[config.mk]
export PLATFORM = sky130hd
export DESIGN_NAME = xcls_top
export DESIGN_NICKNAME = d
export VERILOG_FILES = /design/src/rtl/xcls_pkg.sv /design/src/rtl/xcls_zdet.sv /design/src/rtl/xcls_decode.sv /design/src/rtl/xcls_select.sv /design/src/rtl/xcls_top.sv
export SDC_FILE = /design/constraint.sdc
export NUM_CORES = 1
export LEC_CHECK = 0
export ABC_AREA = 0
export CAP_MARGIN = 5
export CORE_MARGIN = 1.5
export CORE_UTILIZATION = 19
export CTS_BUF_LIST = sky130_fd_sc_hd__clkbuf_16
export DETAILED_ROUTE_END_ITERATION = 8
export PLACE_DENSITY = 0.84
export SYNTH_ARGS = -nofsm -noshare
export SYNTH_HDL_FRONTEND = slang
export SYNTH_SLANG_ARGS = --single-unit
export TNS_END_PERCENT = 100
[constraint.sdc]
create_clock -name clk -period 1.05 [get_ports clk]
set_input_delay 0.315 -clock clk [delete_from_list [all_inputs] [get_ports clk]]
set_output_delay 0.315 -clock clk [all_outputs]
set_load 0.01 [all_outputs]
[src/rtl/xcls_pkg.sv]
package xcls_pkg;

    // Class codes on {C3,C2,C0}
    typedef enum logic [2:0] {
        CLS_UNSUP  = 3'b000,
        CLS_NAN    = 3'b001,
        CLS_NORM   = 3'b010,
        CLS_INF    = 3'b011,
        CLS_ZERO   = 3'b100,
        CLS_EMPTY  = 3'b101,
        CLS_DENORM = 3'b110
    } cls_e;

    // Field features extracted from a value
    typedef struct packed {
        logic exp_zero;
        logic exp_max;
        logic int_bit;
        logic frac_zero;
    } feat_t;

    typedef enum logic {
        OS_IDLE,
        OS_SHOW
    } ostate_e;

endpackage

[src/rtl/xcls_zdet.sv]
// Zero detector built from chunked NOR reductions, one per chunk, joined by an AND.
module xcls_zdet #(
    parameter int W     = 63,
    parameter int CHUNK = 16
) (
    input  logic [W-1:0] vec,
    output logic         is_zero
);
    localparam int NCH  = (W + CHUNK - 1) / CHUNK;
    localparam int PADW = NCH * CHUNK;

    logic [PADW-1:0] pad;
    logic [NCH-1:0]  part;

    always_comb begin
        pad        = '0;
        pad[W-1:0] = vec;
    end

    genvar gi;
    generate
        for (gi = 0; gi < NCH; gi++) begin : g_chunk
            assign part[gi] = ~|pad[gi*CHUNK +: CHUNK];
        end
    endgenerate

    assign is_zero = &part;
endmodule

[src/rtl/xcls_decode.sv]
// Splits a value into sign and field features.
module xcls_decode
    import xcls_pkg::*;
#(
    parameter int EXP_W  = 15,
    parameter int FRAC_W = 63,
    parameter int CHUNK  = 16
) (
    input  logic [EXP_W+FRAC_W+1:0] value,
    output logic                    sign,
    output feat_t                   feat
);
    localparam int W = EXP_W + FRAC_W + 2;

    logic [EXP_W-1:0]  exp_f;
    logic [FRAC_W-1:0] frac_f;
    logic              e_zero;
    logic              e_ones;
    logic              f_zero;

    assign sign   = value[W-1];
    assign exp_f  = value[W-2 -: EXP_W];
    assign frac_f = value[FRAC_W-1:0];

    xcls_zdet #(.W(EXP_W), .CHUNK(CHUNK)) u_ezero (
        .vec     (exp_f),
        .is_zero (e_zero)
    );

    xcls_zdet #(.W(EXP_W), .CHUNK(CHUNK)) u_eones (
        .vec     (~exp_f),
        .is_zero (e_ones)
    );

    xcls_zdet #(.W(FRAC_W), .CHUNK(CHUNK)) u_fzero (
        .vec     (frac_f),
        .is_zero (f_zero)
    );

    always_comb begin
        feat.exp_zero  = e_zero;
        feat.exp_max   = e_ones;
        feat.int_bit   = value[FRAC_W];
        feat.frac_zero = f_zero;
    end
endmodule

[src/rtl/xcls_select.sv]
// Maps the empty tag and field features onto one of seven classes.
module xcls_select
    import xcls_pkg::*;
(
    input  logic  empty,
    input  feat_t feat,
    output cls_e  cls
);
    always_comb begin
        if (empty) begin
            cls = CLS_EMPTY;
        end else if (feat.exp_zero) begin
            cls = (!feat.int_bit && feat.frac_zero) ? CLS_ZERO : CLS_DENORM;
        end else if (!feat.int_bit) begin
            cls = CLS_UNSUP;
        end else if (feat.exp_max) begin
            cls = feat.frac_zero ? CLS_INF : CLS_NAN;
        end else begin
            cls = CLS_NORM;
        end
    end
endmodule

[src/rtl/xcls_top.sv]
module xcls_top
    import xcls_pkg::*;
#(
    parameter int EXP_W  = 15,
    parameter int FRAC_W = 63,
    parameter int CHUNK  = 16
) (
    input  logic                    clk,
    input  logic                    rst_n,
    input  logic                    in_valid,
    input  logic                    in_empty,
    input  logic [EXP_W+FRAC_W+1:0] in_value,
    output logic                    out_valid,
    output logic                    out_c3,
    output logic                    out_c2,
    output logic                    out_c1,
    output logic                    out_c0
);
    localparam int W = EXP_W + FRAC_W + 2;

    logic    sign_w;
    feat_t   feat_w;
    cls_e    cls_w;
    ostate_e state_q;
    ostate_e state_d;
    cls_e    cls_q;
    logic    sign_q;

    xcls_decode #(.EXP_W(EXP_W), .FRAC_W(FRAC_W), .CHUNK(CHUNK)) u_dec (
        .value (in_value),
        .sign  (sign_w),
        .feat  (feat_w)
    );

    xcls_select u_sel (
        .empty (in_empty),
        .feat  (feat_w),
        .cls   (cls_w)
    );

    // Next state
    always_comb begin
        state_d = state_q;
        unique case (state_q)
            OS_IDLE: state_d = in_valid ? OS_SHOW : OS_IDLE;
            OS_SHOW: state_d = in_valid ? OS_SHOW : OS_IDLE;
            default: state_d = OS_IDLE;
        endcase
    end

    // State register
    always_ff @(posedge clk or negedge rst_n) begin
        if (!rst_n) begin
            state_q <= OS_IDLE;
        end else begin
            state_q <= state_d;
        end
    end

    // Output capture: load only on an accepted request
    always_ff @(posedge clk or negedge rst_n) begin
        if (!rst_n) begin
            cls_q  <= CLS_UNSUP;
            sign_q <= 1'b0;
        end else if (in_valid) begin
            cls_q  <= cls_w;
            sign_q <= sign_w;
        end
    end

    assign out_valid = (state_q == OS_SHOW);
    assign out_c3    = cls_q[2];
    assign out_c2    = cls_q[1];
    assign out_c0    = cls_q[0];
    assign out_c1    = sign_q;
endmodule

Yosys cells after proc, flatten, opt, wreduce, memory -nomap -nowiden:

Cells that the tools add are included.

* mux-type cells: 7
* bitwise operators: 1
* reductions and logical operators: 13

Operator list (count)
* 16-bit OR reduction: 3
* 15-bit OR reduction: 3
* 15-bit NOT: 1
* 3-bit two-way mux: 4
* 1-bit logical NOT: 5
* 2-bit two-way mux: 2
* 4-bit AND reduction: 1
* 1-bit logical AND: 1
* 1-bit two-way mux: 1

* register bits after elaboration: 5
* bits of input ports: 84
* output and inout bits: 5

Logic depth before layout (Yosys ltp):

* depth in word-level cells: 8
* depth in mapped cells: 5
* mapped depth without buffers: 5

Hierarchy:

From an unflattened synthesis, not the netlist that was laid out.

* cells, all modules: 66
* area, all modules: 513.0 sq um

By module, submodules not included
* xcls_top: instances 1, cells an instance 9, area an instance 170.2 sq um, seq. area each 125.1 sq um
* xcls_zdet at u_dec.u_fzero: instances 1, cells an instance 21, area an instance 142.6 sq um, seq. area each 0.0 sq um
* xcls_decode: instances 1, cells an instance 20, area an instance 93.8 sq um, seq. area each 0.0 sq um
* xcls_zdet at u_dec.u_eones ...: instances 2, cells an instance 5, area an instance 32.5 sq um, seq. area each 0.0 sq um
* xcls_select: instances 1, cells an instance 6, area an instance 41.3 sq um, seq. area each 0.0 sq um

Least setup slack after synthesis:

No wires, ideal clock.

* path type: in2reg
* start point: input port in_value[61]
* end point: register cls_q[1]
* setup time: 125 ps
* arrival time: 1225 ps
* required time: 925 ps
* slack: -300 ps
* cell stages on the path: 5
* cells stage by stage: nor4_2 > nand4_1 > nor4_1 > a2bb2oi_1 > o22ai_1

* word-level cells in the longest chain between the ends: 8

RTL lines
* from (decl): RTL line xcls_top.sv:12 `input logic [EXP_W+FRAC_W+1:0] in_value,`
* 15-bit OR reduction (*): RTL line xcls_zdet.sv:23 `assign part[gi] = ~|pad[gi*CHUNK +: CHUNK];`
* 1-bit logical NOT (*): RTL line xcls_zdet.sv:23
* 4-bit AND reduction (*): RTL line xcls_zdet.sv:27 `assign is_zero = &part;`
* 2-bit two-way mux: RTL line xcls_select.sv:17 `cls = feat.frac_zero ? CLS_INF : CLS_NAN;`
* 3-bit two-way mux: RTL line xcls_select.sv:16 `end else if (feat.exp_max) begin`
* 3-bit two-way mux: RTL line xcls_select.sv:14 `end else if (!feat.int_bit) begin`
* 3-bit two-way mux (*): RTL line xcls_select.sv:12 `end else if (feat.exp_zero) begin`
* 3-bit two-way mux (*): RTL line xcls_select.sv:10 `if (empty) begin`
* to (signal assigned): RTL line xcls_top.sv:66 `cls_q <= cls_w;`
* to (decl): RTL line xcls_top.sv:26 `cls_e cls_q;`

Mark *: on every way between the ends. The rest lies on a longest branch, timed or not.
A chain may end at the register's enable or synchronous reset.

Worst setup path in the final report:

* start point: input port in_value[15]
* end point: register cls_q[1]

* word-level cells in the longest chain between the ends: 8

RTL lines (RTL line)
* 16-bit OR reduction (*): xcls_zdet.sv:23
* 1-bit logical NOT (*): xcls_zdet.sv:23
* 4-bit AND reduction (*): xcls_zdet.sv:27
* 2-bit two-way mux: xcls_select.sv:17
* 3-bit two-way mux: xcls_select.sv:16
* 3-bit two-way mux: xcls_select.sv:14
* 3-bit two-way mux (*): xcls_select.sv:12
* 3-bit two-way mux (*): xcls_select.sv:10

Marks and branches as above.

==> impl_metrics.csv <==
group,metric,value,unit
drt,remaining_drc_errors,0,
sta,fin_crit_sh,1.43,
floorplanning,initial_core_util,0.206,
run_status,violations,"setup timing",
synth,synth_area,417,µm²
critical_path,start_kind,"input port",
synth,avgSynthCellArea,8.68,µm²
final_layout,num_antenna_cells,0,
placed_design,dpl_worst_slack,-0.985,ns
sta,max_freq,0.668,GHz
floorplanning,dieArea,0.00248,mm²
floorplanning,dieHeight,49.8,µm
grt,antenna_found_initial,0,
floorplanning,fp.dieW,49.8,µm
sta,clock_skew,0,ns
drt,final_antenna_net_count,0,
placed_design,post_dp_cell_area,0.00139,mm²
placed_design,place_congestion,0.686,
cts,cts_inserted_buffers,3,
grt,grt_overflow,0,
drt,firstDrtPassIters,2,
sta,min_period,1.50,ns
critical_path,crit_fanout,2,
sta,tightest_slew,0.267,ns
final_layout,fill_cells,170,
synth,yosys.area.top_type,"dfrtp_1",
final_layout,final_common_cell,"buf_2",
sta,worst_slack,-0.448,ns
sta,finalSetupViolations,1,
final_layout,mostFrequentLayoutCells,"34 x buf_2, 16 x clkbuf_2, 16 x buf_6",
cts,cts_max_path_buffers,2,
drt,vias,857,
critical_path,ff2ff_setup_slack,0.19,ns
floorplanning,std_cell_rows,16,
final_layout,fin_util,0.685,
synth,ys_warn_count,0,
pwr,p_leak,0.593,nW
pwr,intPower,0.928,mW
final_layout,synthToLayoutAreaGrowth,232,%
pwr,p_sw_frac,0.227,
pwr,peakVddDrop,1.01,mV
synth,ys_types,15,
drt,drt-total-wl,2.87,mm
cts,cts_sinks,5,
drt,first_iter_violations,19,
sta,final-hold-violation-count,0,
cts,cts_root_buffer,"clkbuf_16",
cts,clk_pin_slew,0.03,ns
critical_path,cp-end-kind,"flip-flop",
pwr,switchingPower,0.273,mW
floorplanning,core,0.00202,mm²
sta,max_slew_margin,0.820,
flow_run,maxCapViolCount,0,
cts,clk_latency,0.22,ns
placed_design,io_buffers,88,
critical_path,cpMaxStageDelayCell,"nor4_2",
cts,ctsHtreeMaxLevel,1,
critical_path,critPathMostFrequentCell,"nor4_2",
pwr,seqPwrFrac,0.180,
final_layout,nets,231,
critical_path,worstPathArrival,1.59,ns
final_layout,seq_area,125,µm²
grt,grt_pass1_wl,4.22,mm
critical_path,crit_type,"input port to flip-flop",
pwr,p_per_area,867,mW/mm²
critical_path,crit_chain,"clkbuf_2, nor4_2, nand4_1, nor4_2, a2bb2oi_2, o22ai_1",
run_status,outcome,"finished with violations",
grt,grt_max_degree,6,
synth,yosysTopAreaCellShare,0.300,
grt,grt_use_total,0.226,
cts,cts_tree,"done",
drt,wl_per_cell,16.6,µm
synth,ys_seq_elements,5,
synth,synth_cells,48,
placed_design,hpwl,2.34,mm
sta,slew_violations,0,
sta,rsz0062_at_grt,"yes",
drt,via_per_inst,4.95,
final_layout,finalInstanceArea,0.00139,mm²
pwr,p_comb_frac,0.307,
synth,synthTopCellsByArea,"dfrtp_1 30%, nor4_1 24%, nand4_1 12%, nor4_2 12%, o41ai_2 3.9%",
hold_path,hold_class,"input port to async pin",
pwr,p_clk_frac,0.513,
critical_path,cp.required,1.15,ns
final_layout,drive_above_1_share,0.651,
synth,seq_area_frac_synth,0.300,
synth,synth_nets,132,
critical_path,critPathMaxStageDelay,0.35,ns
floorplanning,io_pins,89,
cts,postCtsHoldBufs,0,
grt,grt_pass1_vias,951,
final_layout,multi_input_area,449,µm²
==> area by class of cell <==
type	count	share of cell area
clock buffer	3	0.0542
clock inverter	1	0.00271
inverter	2	0.00542
multi-input combinational	41	0.324
sequential	5	0.0903
tap	27	0.0244
timing repair buffer	94	0.499
==> layer usage <==
layer	share of wire	routed length (µm)	track usage	vias up
met5	0	0	0	-
met4	0.012	34	0.0648	0
met3	0.070	201	0.0576	2
met2	0.61	1750	0.502	42
met1	0.31	880	0.179	403
li1	-	-	-	410
==> Yosys cell counts, drive strengths merged <==
| library cell | number |
|---|---|
| nand3 | 1 |
| nor3 | 2 |
| o41ai | 1 |
| a21oi | 1 |
| nand2 | 1 |
| dfrtp | 5 |
| inv | 2 |
| nor2 | 3 |
| mux2 | 1 |
| nor4 | 20 |
| nand4 | 8 |
| o22ai | 1 |
| a2bb2oi | 1 |
| a31oi | 1 |
==> path summary, 6_finish.rpt <==
kind                       depth (start not counted)         to    startpoint
hold / removal                                     1   cls_q[1]         rst_n
min in group clk                                   1  out_valid      in_valid
hold reg to reg                                    1     out_c1        out_c1
max in group asynchronous                          1  out_valid         rst_n
setup / recovery                                   6   cls_q[1]  in_value[15]
setup reg to reg                                   4   cls_q[2]      cls_q[2]
==> power by group through the flow <==
stage               clock network [mW]  registers, mW  logic [mW]
CTS                              0.624          0.216       0.347
finish                           0.616          0.216       0.368
global placement                     0          0.218       0.420
global route                     0.645          0.218       0.393
detailed placement                   0          0.219       0.431
floorplan                            0          0.227      0.0376
==> logic make-up after synthesis <==
family	count (synthesis)	synth area share
compound gates	5	0.102
mux	1	0.0270
simple gates	35	0.553
flops	5	0.300
buf+inv	2	0.0180
==> state kept, by name, indices dropped and copies added (netlist names) <==
signal	flops
cls_q	3
out_c1	1
out_valid	1
==> worst max-delay path: cells and delay by family <==
kind            cells  cell delay (ns)
simple gates        3             0.89
buf+inv             1             0.09
compound gates      2             0.30
==> repair_timing <==
| item | in CTS | in global routing |
|---|---|---|
| pin swaps | 30 | 19 |
| buffers inserted | 1 | 1 |
| endpoints found under the setup margin | 9 | 7 |
| gates resized for setup | 233 | 65 |
==> through the flow <==
stage               hold slack [ns]  instances  power, mW  setup TNS, ns
global route                  0.336        173       1.26         -0.617
CTS                           0.326        172       1.19         -0.425
detailed placement            0.494        167      0.650          -2.87
global placement              0.488        167      0.638          -2.66
floorplan                    0.0194         48      0.265         -0.286
finish                        0.323        173       1.20         -0.448
(Power assumes the default switching activity.)
